**config.mk**
```make
export PLATFORM = sky130hd
export DESIGN_NAME = stk_seq
export DESIGN_NICKNAME = d
export VERILOG_FILES = /design/src/rtl/stk_seq_pkg.sv /design/src/rtl/stk_seq_ctrl.sv /design/src/rtl/stk_seq_sp.sv /design/src/rtl/stk_seq_regs.sv /design/src/rtl/stk_seq.sv
export SDC_FILE = /design/constraint.sdc
export NUM_CORES = 1
export LEC_CHECK = 0
export BUFFER_PORTS_ARGS = -buffer_cell sky130_fd_sc_hd__buf_4
export CORE_MARGIN = 1
export CORE_UTILIZATION = 40
export CTS_CLUSTER_SIZE = 28
export DETAILED_ROUTE_END_ITERATION = 6
export PLACE_DENSITY_LB_ADDON = 0.08
export SLEW_MARGIN = 20
export SYNTH_ARGS = -nofsm -noshare
export SYNTH_HDL_FRONTEND = slang
export SYNTH_SLANG_ARGS = --single-unit
```
**constraint.sdc**
```tcl
create_clock -name clk -period 4.92 [get_ports clk]
set_clock_uncertainty 0.1 [all_clocks]
set_input_delay 0.984 -clock clk [delete_from_list [all_inputs] [get_ports clk]]
set_output_delay 0.984 -clock clk [all_outputs]
set_load 0.05 [all_outputs]
```
**src/rtl/stk_seq_pkg.sv**
```systemverilog
package stk_seq_pkg;
  localparam int DW = 8;
  localparam int AW = 16;

  localparam logic [2:0] OP_BRK = 3'd0;
  localparam logic [2:0] OP_RTI = 3'd1;
  localparam logic [2:0] OP_JSR = 3'd2;
  localparam logic [2:0] OP_RTS = 3'd3;
  localparam logic [2:0] OP_PLP = 3'd4;

  localparam logic [DW-1:0] PS_I_MASK = 8'h04;
  localparam logic [DW-1:0] PS_D_MASK = 8'h08;
  localparam logic [DW-1:0] PS_FORCE  = 8'h30;

  typedef enum logic [3:0] {
    ST_IDLE, ST_B_PCH, ST_B_PCL, ST_B_PS, ST_B_VLO, ST_B_VHI,
    ST_J_LO, ST_J_PCH, ST_J_PCL, ST_J_HI,
    ST_PULL_PS, ST_PULL_LO, ST_PULL_HI, ST_FIN
  } st_e;

  typedef enum logic [2:0] {AS_PUSH, AS_PULL, AS_PC, AS_VLO, AS_VHI} asel_e;
  typedef enum logic [1:0] {WS_PCH, WS_PCL, WS_PS} wsel_e;

  typedef struct packed {
    asel_e asel;
    wsel_e wsel;
    logic  we;
    logic  sp_push;
    logic  sp_pull;
    logic  pc_inc;
    logic  tmp_ld;
    logic  ps_pull_ld;
    logic  ps_brk;
    logic  pc_ld;
    logic  pc_plus1;
  } ctl_t;
endpackage

```
**src/rtl/stk_seq_ctrl.sv**
```systemverilog
module stk_seq_ctrl
  import stk_seq_pkg::*;
(
  input  logic       clk,
  input  logic       rst_n,
  input  logic       start_i,
  input  logic [2:0] op_i,
  input  logic       clr_dec_i,
  output ctl_t       ctl_o,
  output logic       busy_o,
  output logic       done_o,
  output logic [2:0] op_q_o,
  output logic       clr_dec_q_o
);
  st_e        st_q, st_d;
  logic [2:0] op_q;
  logic       clr_q;
  logic       done_q;
  logic       start_ok;

  assign start_ok = (st_q == ST_IDLE) && start_i && (op_i <= OP_PLP);

  always_comb begin
    ctl_o = '0;
    st_d  = st_q;
    case (st_q)
      ST_IDLE: begin
        if (start_ok) begin
          case (op_i)
            OP_BRK: begin st_d = ST_B_PCH; ctl_o.pc_inc = 1'b1; end
            OP_JSR: st_d = ST_J_LO;
            OP_RTS: st_d = ST_PULL_LO;
            default: st_d = ST_PULL_PS;
          endcase
        end
      end
      ST_B_PCH: begin
        ctl_o.asel = AS_PUSH; ctl_o.wsel = WS_PCH;
        ctl_o.we = 1'b1; ctl_o.sp_push = 1'b1;
        st_d = ST_B_PCL;
      end
      ST_B_PCL: begin
        ctl_o.asel = AS_PUSH; ctl_o.wsel = WS_PCL;
        ctl_o.we = 1'b1; ctl_o.sp_push = 1'b1;
        st_d = ST_B_PS;
      end
      ST_B_PS: begin
        ctl_o.asel = AS_PUSH; ctl_o.wsel = WS_PS;
        ctl_o.we = 1'b1; ctl_o.sp_push = 1'b1; ctl_o.ps_brk = 1'b1;
        st_d = ST_B_VLO;
      end
      ST_B_VLO: begin
        ctl_o.asel = AS_VLO;
        st_d = ST_B_VHI;
      end
      ST_B_VHI: begin
        ctl_o.asel = AS_VHI; ctl_o.tmp_ld = 1'b1;
        st_d = ST_FIN;
      end
      ST_J_LO: begin
        ctl_o.asel = AS_PC; ctl_o.pc_inc = 1'b1;
        st_d = ST_J_PCH;
      end
      ST_J_PCH: begin
        ctl_o.asel = AS_PUSH; ctl_o.wsel = WS_PCH;
        ctl_o.we = 1'b1; ctl_o.sp_push = 1'b1; ctl_o.tmp_ld = 1'b1;
        st_d = ST_J_PCL;
      end
      ST_J_PCL: begin
        ctl_o.asel = AS_PUSH; ctl_o.wsel = WS_PCL;
        ctl_o.we = 1'b1; ctl_o.sp_push = 1'b1;
        st_d = ST_J_HI;
      end
      ST_J_HI: begin
        ctl_o.asel = AS_PC;
        st_d = ST_FIN;
      end
      ST_PULL_PS: begin
        ctl_o.asel = AS_PULL; ctl_o.sp_pull = 1'b1;
        st_d = (op_q == OP_RTI) ? ST_PULL_LO : ST_FIN;
      end
      ST_PULL_LO: begin
        ctl_o.asel = AS_PULL; ctl_o.sp_pull = 1'b1;
        ctl_o.ps_pull_ld = (op_q == OP_RTI);
        st_d = ST_PULL_HI;
      end
      ST_PULL_HI: begin
        ctl_o.asel = AS_PULL; ctl_o.sp_pull = 1'b1; ctl_o.tmp_ld = 1'b1;
        st_d = ST_FIN;
      end
      ST_FIN: begin
        ctl_o.pc_ld      = (op_q != OP_PLP);
        ctl_o.pc_plus1   = (op_q == OP_RTS);
        ctl_o.ps_pull_ld = (op_q == OP_PLP);
        st_d = ST_IDLE;
      end
      default: st_d = ST_IDLE;
    endcase
  end

  always_ff @(posedge clk or negedge rst_n) begin
    if (!rst_n) begin
      st_q   <= ST_IDLE;
      done_q <= 1'b0;
      op_q   <= OP_BRK;
      clr_q  <= 1'b0;
    end else begin
      st_q   <= st_d;
      done_q <= (st_q == ST_FIN);
      if (start_ok) begin
        op_q  <= op_i;
        clr_q <= clr_dec_i;
      end
    end
  end

  assign busy_o      = (st_q != ST_IDLE);
  assign done_o      = done_q;
  assign op_q_o      = op_q;
  assign clr_dec_q_o = clr_q;

  // the latched operation cannot change while a sequence runs
  a_r11_op_held: assert property (@(posedge clk) disable iff (!rst_n)
    (st_q != ST_IDLE) |=> $stable(op_q));
endmodule

```
**src/rtl/stk_seq_sp.sv**
```systemverilog
module stk_seq_sp
  import stk_seq_pkg::*;
#(
  parameter logic [DW-1:0] STACK_PAGE = 8'h01,
  parameter logic [DW-1:0] SP_INIT    = 8'hFF
) (
  input  logic          clk,
  input  logic          rst_n,
  input  logic          push_i,
  input  logic          pull_i,
  output logic [DW-1:0] sp_o,
  output logic [AW-1:0] push_addr_o,
  output logic [AW-1:0] pull_addr_o
);
  logic [DW-1:0] sp_q, sp_d, sp_up;

  assign sp_up = sp_q + 8'd1;

  always_comb begin
    sp_d = sp_q;
    if (push_i)      sp_d = sp_q - 8'd1;
    else if (pull_i) sp_d = sp_up;
  end

  always_ff @(posedge clk or negedge rst_n) begin
    if (!rst_n) sp_q <= SP_INIT;
    else if (push_i || pull_i) sp_q <= sp_d;
  end

  assign sp_o        = sp_q;
  assign push_addr_o = {STACK_PAGE, sp_q};
  assign pull_addr_o = {STACK_PAGE, sp_up};

  // the controller never asks for a push and a pull together
  a_r2_push_pull_excl: assert property (@(posedge clk) disable iff (!rst_n)
    !(push_i && pull_i));
endmodule

```
**src/rtl/stk_seq_regs.sv**
```systemverilog
module stk_seq_regs
  import stk_seq_pkg::*;
#(
  parameter logic [AW-1:0] PC_INIT = 16'h0000,
  parameter logic [DW-1:0] PS_INIT = 8'h34
) (
  input  logic          clk,
  input  logic          rst_n,
  input  ctl_t          ctl_i,
  input  logic          clr_dec_i,
  input  logic [DW-1:0] rdata_i,
  output logic [AW-1:0] pc_o,
  output logic [DW-1:0] ps_o,
  output logic [DW-1:0] wdata_o
);
  logic [AW-1:0] pc_q, pc_d;
  logic [DW-1:0] ps_q, ps_d;
  logic [DW-1:0] tmp_q;
  logic [DW-1:0] brk_clear;

  assign brk_clear = clr_dec_i ? PS_D_MASK : 8'h00;

  always_comb begin
    pc_d = pc_q;
    if (ctl_i.pc_inc)     pc_d = pc_q + 16'd1;
    else if (ctl_i.pc_ld) pc_d = {rdata_i, tmp_q} + {15'd0, ctl_i.pc_plus1};
  end

  always_comb begin
    ps_d = ps_q;
    if (ctl_i.ps_brk)          ps_d = (ps_q | PS_I_MASK) & ~brk_clear;
    else if (ctl_i.ps_pull_ld) ps_d = rdata_i | PS_FORCE;
  end

  always_comb begin
    case (ctl_i.wsel)
      WS_PCH:  wdata_o = pc_q[AW-1:DW];
      WS_PCL:  wdata_o = pc_q[DW-1:0];
      WS_PS:   wdata_o = ps_q | PS_FORCE;
      default: wdata_o = ps_q;
    endcase
  end

  always_ff @(posedge clk or negedge rst_n) begin
    if (!rst_n) begin
      pc_q  <= PC_INIT;
      ps_q  <= PS_INIT;
      tmp_q <= '0;
    end else begin
      if (ctl_i.pc_inc || ctl_i.pc_ld)     pc_q  <= pc_d;
      if (ctl_i.ps_brk || ctl_i.ps_pull_ld) ps_q <= ps_d;
      if (ctl_i.tmp_ld)                    tmp_q <= rdata_i;
    end
  end

  assign pc_o = pc_q;
  assign ps_o = ps_q;
endmodule

```
**src/rtl/stk_seq.sv**
```systemverilog
module stk_seq
  import stk_seq_pkg::*;
#(
  parameter logic [7:0]  STACK_PAGE = 8'h01,
  parameter logic [15:0] BRK_VEC    = 16'hFFFE,
  parameter logic [7:0]  SP_INIT    = 8'hFF,
  parameter logic [15:0] PC_INIT    = 16'h0000,
  parameter logic [7:0]  PS_INIT    = 8'h34
) (
  input  logic        clk,
  input  logic        rst_n,
  input  logic        start,
  input  logic [2:0]  op_sel,
  input  logic        brk_clears_dec,
  input  logic [7:0]  mem_rdata,
  output logic [15:0] mem_addr,
  output logic [7:0]  mem_wdata,
  output logic        mem_we,
  output logic [15:0] pc_out,
  output logic [7:0]  sp_out,
  output logic [7:0]  status_out,
  output logic        busy,
  output logic        done
);
  localparam logic [AW-1:0] VEC_HI = BRK_VEC + 16'd1;

  logic [1:0]    rst_pipe;
  logic          rst_s;
  ctl_t          ctl;
  logic [2:0]    op_q;
  logic          clr_q;
  logic [AW-1:0] push_addr, pull_addr;

  always_ff @(posedge clk or negedge rst_n) begin
    if (!rst_n) rst_pipe <= 2'b00;
    else        rst_pipe <= {rst_pipe[0], 1'b1};
  end
  assign rst_s = rst_pipe[1];

  stk_seq_ctrl u_ctrl (
    .clk(clk), .rst_n(rst_s), .start_i(start), .op_i(op_sel),
    .clr_dec_i(brk_clears_dec), .ctl_o(ctl), .busy_o(busy), .done_o(done),
    .op_q_o(op_q), .clr_dec_q_o(clr_q)
  );

  stk_seq_sp #(.STACK_PAGE(STACK_PAGE), .SP_INIT(SP_INIT)) u_sp (
    .clk(clk), .rst_n(rst_s), .push_i(ctl.sp_push), .pull_i(ctl.sp_pull),
    .sp_o(sp_out), .push_addr_o(push_addr), .pull_addr_o(pull_addr)
  );

  stk_seq_regs #(.PC_INIT(PC_INIT), .PS_INIT(PS_INIT)) u_regs (
    .clk(clk), .rst_n(rst_s), .ctl_i(ctl), .clr_dec_i(clr_q),
    .rdata_i(mem_rdata), .pc_o(pc_out), .ps_o(status_out), .wdata_o(mem_wdata)
  );

  always_comb begin
    case (ctl.asel)
      AS_PUSH: mem_addr = push_addr;
      AS_PULL: mem_addr = pull_addr;
      AS_PC:   mem_addr = pc_out;
      AS_VLO:  mem_addr = BRK_VEC;
      AS_VHI:  mem_addr = VEC_HI;
      default: mem_addr = pc_out;
    endcase
  end
  assign mem_we = ctl.we;

  // writes stay inside the stack page
  a_r2_write_in_page: assert property (@(posedge clk) disable iff (!rst_s)
    mem_we |-> (mem_addr[15:8] == STACK_PAGE));
  // completion is a single-cycle pulse that ends a busy period
  a_r10_done_single: assert property (@(posedge clk) disable iff (!rst_s)
    done |=> !done);
  a_r10_done_after_busy: assert property (@(posedge clk) disable iff (!rst_s)
    $rose(done) |-> ($past(busy) && !busy));
  // nothing is written while idle
  a_r11_idle_quiet: assert property (@(posedge clk) disable iff (!rst_s)
    !busy |-> !mem_we);
  // interrupts are masked when a break completes
  a_r4_brk_masks: assert property (@(posedge clk) disable iff (!rst_s)
    (done && op_q == OP_BRK) |-> status_out[2]);
  // forced status bits after any completed operation
  a_r6_status_forced: assert property (@(posedge clk) disable iff (!rst_s)
    done |-> (status_out[5:4] == 2'b11));
endmodule

```
==> Word level (Yosys, flattened, before mapping) <==
Cells that the tools add are included.
{ "word_totals": {"reg_bits": 51, "latchBits": 0, "mem_bits_rw": 0, "romBits": 0, "out_inout_bits": 59, "mem_count": 0} }
{ "classes": {"add_sub_neg": 4, "multipliers": 0, "div": 0, "n_lt_le_gt_ge": 1, "eq_ne": 25, "shift": 0, "muxes": 23, "bitwise": 2, "n_reduce_logical": 22} }
{ "ops": {"columns": ["op", "n"], "rows": [
  ["$pmux W16 S4", 1],
  ["$pmux W4 S11", 1],
  ["$mux W16", 2],
  ["$mux W8", 4],
  ["$eq A4 B4 Y1 const B", 6],
  ["$pmux W4 S3", 2],
  ["$pmux W8 S3", 1],
  ["$add A16 B1 Y16", 1],
  ["$add A16 B1 Y16 const B", 1],
  ["$eq A4 B3 Y1 const B", 4],
  ["$eq A3 B2 Y1 const B", 4],
  ["$pmux W3 S4", 1],
  ["$reduce_or A3 Y1", 3],
  ["$add A8 B1 Y8 const B", 1],
  ["$and A8 B8 Y8", 1],
  ["$eq A4 B2 Y1 const B", 2],
  ["$mux W4", 2],
  ["$not A8 Y8", 1],
  ["$sub A8 B1 Y8 const B", 1],
  ["$eq A3 B1 Y1 const B", 2],
  ["$eq A3 B3 Y1 const B", 2],
  ["$logic_not A3 Y1", 2],
  ["$reduce_and A2 Y1", 3],
  ["$reduce_bool A2 Y1", 3],
  ["16 further kinds", 26]
]} }

==> Logic depth before layout (Yosys ltp) <==
{ "logic_depth": {"depth_word": 7, "depth_mapped": 10, "ltp_nobuf": 9} }

==> By module <==
A second synthesis with hierarchy kept.
{ "hier_totals": {"hier_cells": 446, "area_unflattened_um2": 3963.8} }
{ "modules_own_cells": {"columns": ["module", "instances", "cells_each", "area_each_um2"], "rows": [
  ["stk_seq_regs", 1, 207, 1995.7],
  ["stk_seq_sp", 1, 89, 782.0],
  ["stk_seq_ctrl", 1, 84, 718.2],
  ["stk_seq", 1, 66, 467.9]
]} }

==> Worst setup path after synthesis <==
No wires, ideal clock.
{ "synth_path": {"kind": "reg-to-output", "startpoint": "register u_ctrl.st_q[2]", "endpoint": "output port mem_addr[3]", "arrival_ps": 2370, "path_slack_ps": 1466, "path_stages_with_launch": 7, "path_buffers": 1, "path_cell_list": "dfrtp_1 buf_6 nor3b_2 o21ai_1 nor3_1 and3_1 nor3_1"} }
{ "synth_between": {"elab_chain_cells": 5} }
{ "synth_lines": {"columns": ["item", "line_no", "text"], "rows": [
  ["from (decl)", "stk_seq_ctrl.sv:15", "st_e st_q, st_d;"],
  ["from (signal assigned)", "stk_seq_ctrl.sv:108", "st_q <= st_d;"],
  ["$eq A4 B4 Y1 or $eq A4 B3 Y1 (tied branches)", "stk_seq_ctrl.sv:26", "case (st_q)"],
  ["$reduce_or A3 Y1 (no source line) or $reduce_or A2 Y1 (tied branches)", null, null],
  ["$pmux W3 S4 (*)", "stk_seq_ctrl.sv:26", null],
  ["$eq A3 B3 Y1, or another cell as far along", "stk_seq.sv:57", "case (ctl.asel)"],
  ["$pmux W16 S4 (*)", "stk_seq.sv:57", null],
  ["to (decl)", "stk_seq.sv:16", "output logic [15:0] mem_addr,"]
]} }
Mark *: on every way between the ends. The rest lies on a longest branch, timed or not.

==> Final worst setup path <==
{ "layout_path": {"startpoint": "register u_ctrl.st_q[1]", "endpoint": "output port mem_wdata[0]"} }
{ "layout_between": {"elab_chain_cells": 5} }
{ "layout_lines": {"columns": ["item", "line_no", "text"], "rows": [
  ["$eq A4 B2 Y1, or another cell as far along", "stk_seq_ctrl.sv:26", null],
  ["$reduce_or A2 Y1 (no source line)", null, null],
  ["$pmux W4 S3 (*)", "stk_seq_ctrl.sv:26", null],
  ["$eq A2 B2 Y1, or another cell as far along", "stk_seq_regs.sv:36", "case (ctl_i.wsel)"],
  ["$pmux W8 S3 (*)", "stk_seq_regs.sv:36", null],
  ["to (decl)", "stk_seq.sv:17", "output logic [7:0] mem_wdata,"]
]} }
Marks and branches as above.

==> results.md <==
* Status: completed
* Setup crit end kind: output port
* Antenna diodes at 0
* Worst Reg2Reg Path Length in Cells at 9
* Worst Setup EP: mem_wdata[0]
* Die area at between 0.009 and 0.01 mm2
* Hold Buf Count CTS at 0
* DRT antenna net count at 0
* CTS tree: done
* Synth async-reset ratio at 1.00
* CP peak stage delay at around 0.74 ns
* Initial core utilization at 0.418
* Root Buffer: clkbuf_8
* Sequential cell area fraction in the yosys report at 0.363
* CTS Buf Count at 5
* Die width at about 95 um
* Drt pass-1 iters at 4
* RSZ-0062 raised after global routing: false
* Worst R2R Start: u_ctrl.st_q[3]
* Total Nets Final at 470
* Final number of setup-violating endpoints at 0
* Top post-synthesis cells by area: dfrtp_1 (29%), dfstp_2 (7.5%), nand2_1 (5.3%)
* Crit Path Class: reg2out
* Count of cell types in the netlist at 70
* Avg Cell Area, Syn at about 9.0 um2
* Input/output buffers at 73
* Via density at about 5.8
* Synth Instances at just under 400
* First-pass GRT wire length at ~16,000 um
* Clk slew on worst S/H paths at 0.09 ns
* WL final at between 9000 and 10,000 um
* Total GRT Usage at 0.226
* Fin crit period at roughly 3.7 ns
* Max Fanout on Critical Path at 19
* # Max-Cap Violations at 0
* CP startpoint kind: flop
* Crit-path slowest cell: dfrtp_1
* Setup tns final at 0 ns
* Yosys top cell area share at 0.287
* RD Place Congestion at 0.870
* Share of layout cells above drive strength 1 at 0.277
* Worst path arrival time at around 2.6 ns
* Synth area leader: dfrtp_1
* 1st-iter DRT viols at between 200 and 300
* Initial antenna violation count at 0
* Via Count at ~3.2k
* #FFs+latches synth at 50
* Slew Viols, Final at 0
* Mapped Nets at a little over 400
* H-tree Lvls at 2
* Slew @ Worst Pin at 0.829 ns
* Core Rows at 33
* Critical Path, Cell by Cell: nand2_1, nor2_1, nor2_1, nand2_1, nand2_1, buf_4
* Largest net degree at the start of global routing at a little under 50
* Clk sinks at 50
* Core area at around 0.0083 mm2
* Ys flop type: dfrtp_1
* Slew margin rel. at 0.445
* Clock Path Buffers at 2
* Post-synth EDFFs at 0
* Resize count post-CTS at 0
* Path category of the worst min-delay check: reg2async
* Final worst-path cycle share at 0.753
* Max Freq at 270 MHz
* Drt wl/cell at approximately 18 um
* Crit path launch: u_ctrl.st_q[1]
* # IOs at 74
* Post-CTS setup buffer count at 0
* Vias in the first global route at approximately 2.9k
* Final Hold Vio Count at 0
* Yosys warns at 0
* Die H at between 90 and 100 um
* Syn-to-layout area delta at 19.6%
* Global route overflow at 0
* Critical Path RT at 3.84 ns
* Hpwl dp at approximately 7300 um
* # DRC at 0
* Clk_lat worst skew at between 0.3 and 0.4 ns
* Top cells by count, synth: nand2_1 (49), dfrtp_1 (40), nor2_1 (37)
* Most common cell in the synthesized netlist: nand2_1
* Synth Cell Area at ~0.0035 mm2
* Reg2reg setup slack at approximately 1.8 ns
* Reg2reg end: u_regs.pc_o[10]
* Worst path most repeated cell: nand2_1
==> flip-flops by register name, indices dropped and copies added (netlist names) <==
signal and flops:
rst_pipe 2, u_ctrl.done_o 1, u_ctrl.clr_dec_q_o 1, u_ctrl.st_q 4, u_regs.pc_o 16, u_regs.tmp_q 8, u_regs.ps_o 7, u_ctrl.op_q_o 3
u_sp.sp_o 8
==> metal layers <==
layer  track usage  vias up  wire, um
met4        0.0455        0        61
li1              -     1555         -
met5             0        -         0
met3        0.0343        5       647
met2         0.324      100      4270
met1         0.353     1547      4930
==> cells in the final DEF (no fill, tap or decap), types with 4 or more instances in the layout <==
| cell | count |
|---|---|
| xor2_1 | 8 |
| nand4_1 | 8 |
| ha_1 | 5 |
| mux2i_1 | 6 |
| a211oi_1 | 6 |
| clkbuf_8 | 5 |
| a21oi_1 | 15 |
| xnor2_1 | 18 |
| nand2b_1 | 5 |
| o21ai_0 | 17 |
| dfrtp_1 | 39 |
| nor2_1 | 37 |
| buf_4 | 74 |
| nand3_1 | 14 |
| nor3_1 | 12 |
| a31oi_1 | 5 |
| dfstp_2 | 10 |
| a22oi_1 | 7 |
| inv_1 | 10 |
| and4_1 | 4 |
| nor4_1 | 4 |
| mux2_2 | 11 |
| a21o_1 | 10 |
| a311oi_1 | 5 |
| nand2_1 | 49 |
==> logic make-up after synthesis <==
| family | share of synthesized area |
|---|---|
| XOR/XNOR | 0.0653 |
| AO/OA/AOI/OAI | 0.192 |
| multiplexers | 0.0657 |
| AND/OR/NAND/NOR | 0.249 |
| other | 0.00108 |
| flip-flops | 0.363 |
| adder cells (fa/ha/maj) | 0.0179 |
| buffers and inverters | 0.0467 |
==> critical path: cells and delay by family, from the launching register on <==
kind	cells	cell delay (ns)
AND/OR/NAND/NOR	5	1.38
flip-flops	1	0.74
buffers and inverters	1	0.20
==> per-stage QoR <==
stage | std cells | hold WS [ns] | area, um2 | worst slack (ns) | utilization
2_1_floorplan | 387 | 0.231 | 3490 | 1.47 | -
3_3_place_gp | 548 | 0.240 | 4060 | 1.66 | 0.486
3_5_place_dp | 548 | 0.235 | 4060 | 1.59 | 0.486
4_1_cts | 556 | 0.270 | 4170 | 1.23 | 0.500
5_1_grt | 556 | 0.284 | 4170 | 0.945 | 0.500
6_report | 556 | 0.262 | 4170 | 1.21 | 0.500
==> area by class of cell <==
class | count | area (um2)
Timing Repair Buffer | 74 | 556
Sequential cell | 50 | 1270
Multi-Input combinational cell | 307 | 2060
Clock inverter | 2 | 37.5
Fill cell | 847 | 4170
Tap cell | 105 | 131
Clock buffer | 6 | 72.6
Inverter | 12 | 46.3
==> worst min path at each step <==
stage                  endpoint  depth (start not counted)         from  slack, ns
3_5_place_dp        rst_pipe[1]                          0  rst_pipe[0]       0.24
6_report       u_ctrl.op_q_o[2]                          0  rst_pipe[1]       0.26
4_1_cts             rst_pipe[1]                          0  rst_pipe[0]       0.27
5_1_grt             rst_pipe[1]                          0  rst_pipe[0]       0.28
2_1_floorplan       rst_pipe[1]                          0  rst_pipe[0]       0.23
3_3_place_gp        rst_pipe[1]                          0  rst_pipe[0]       0.24
Power is left out: the tool's default activity adds up to more than one toggle a clock period on the data nets, which glitch-free logic cannot reach.
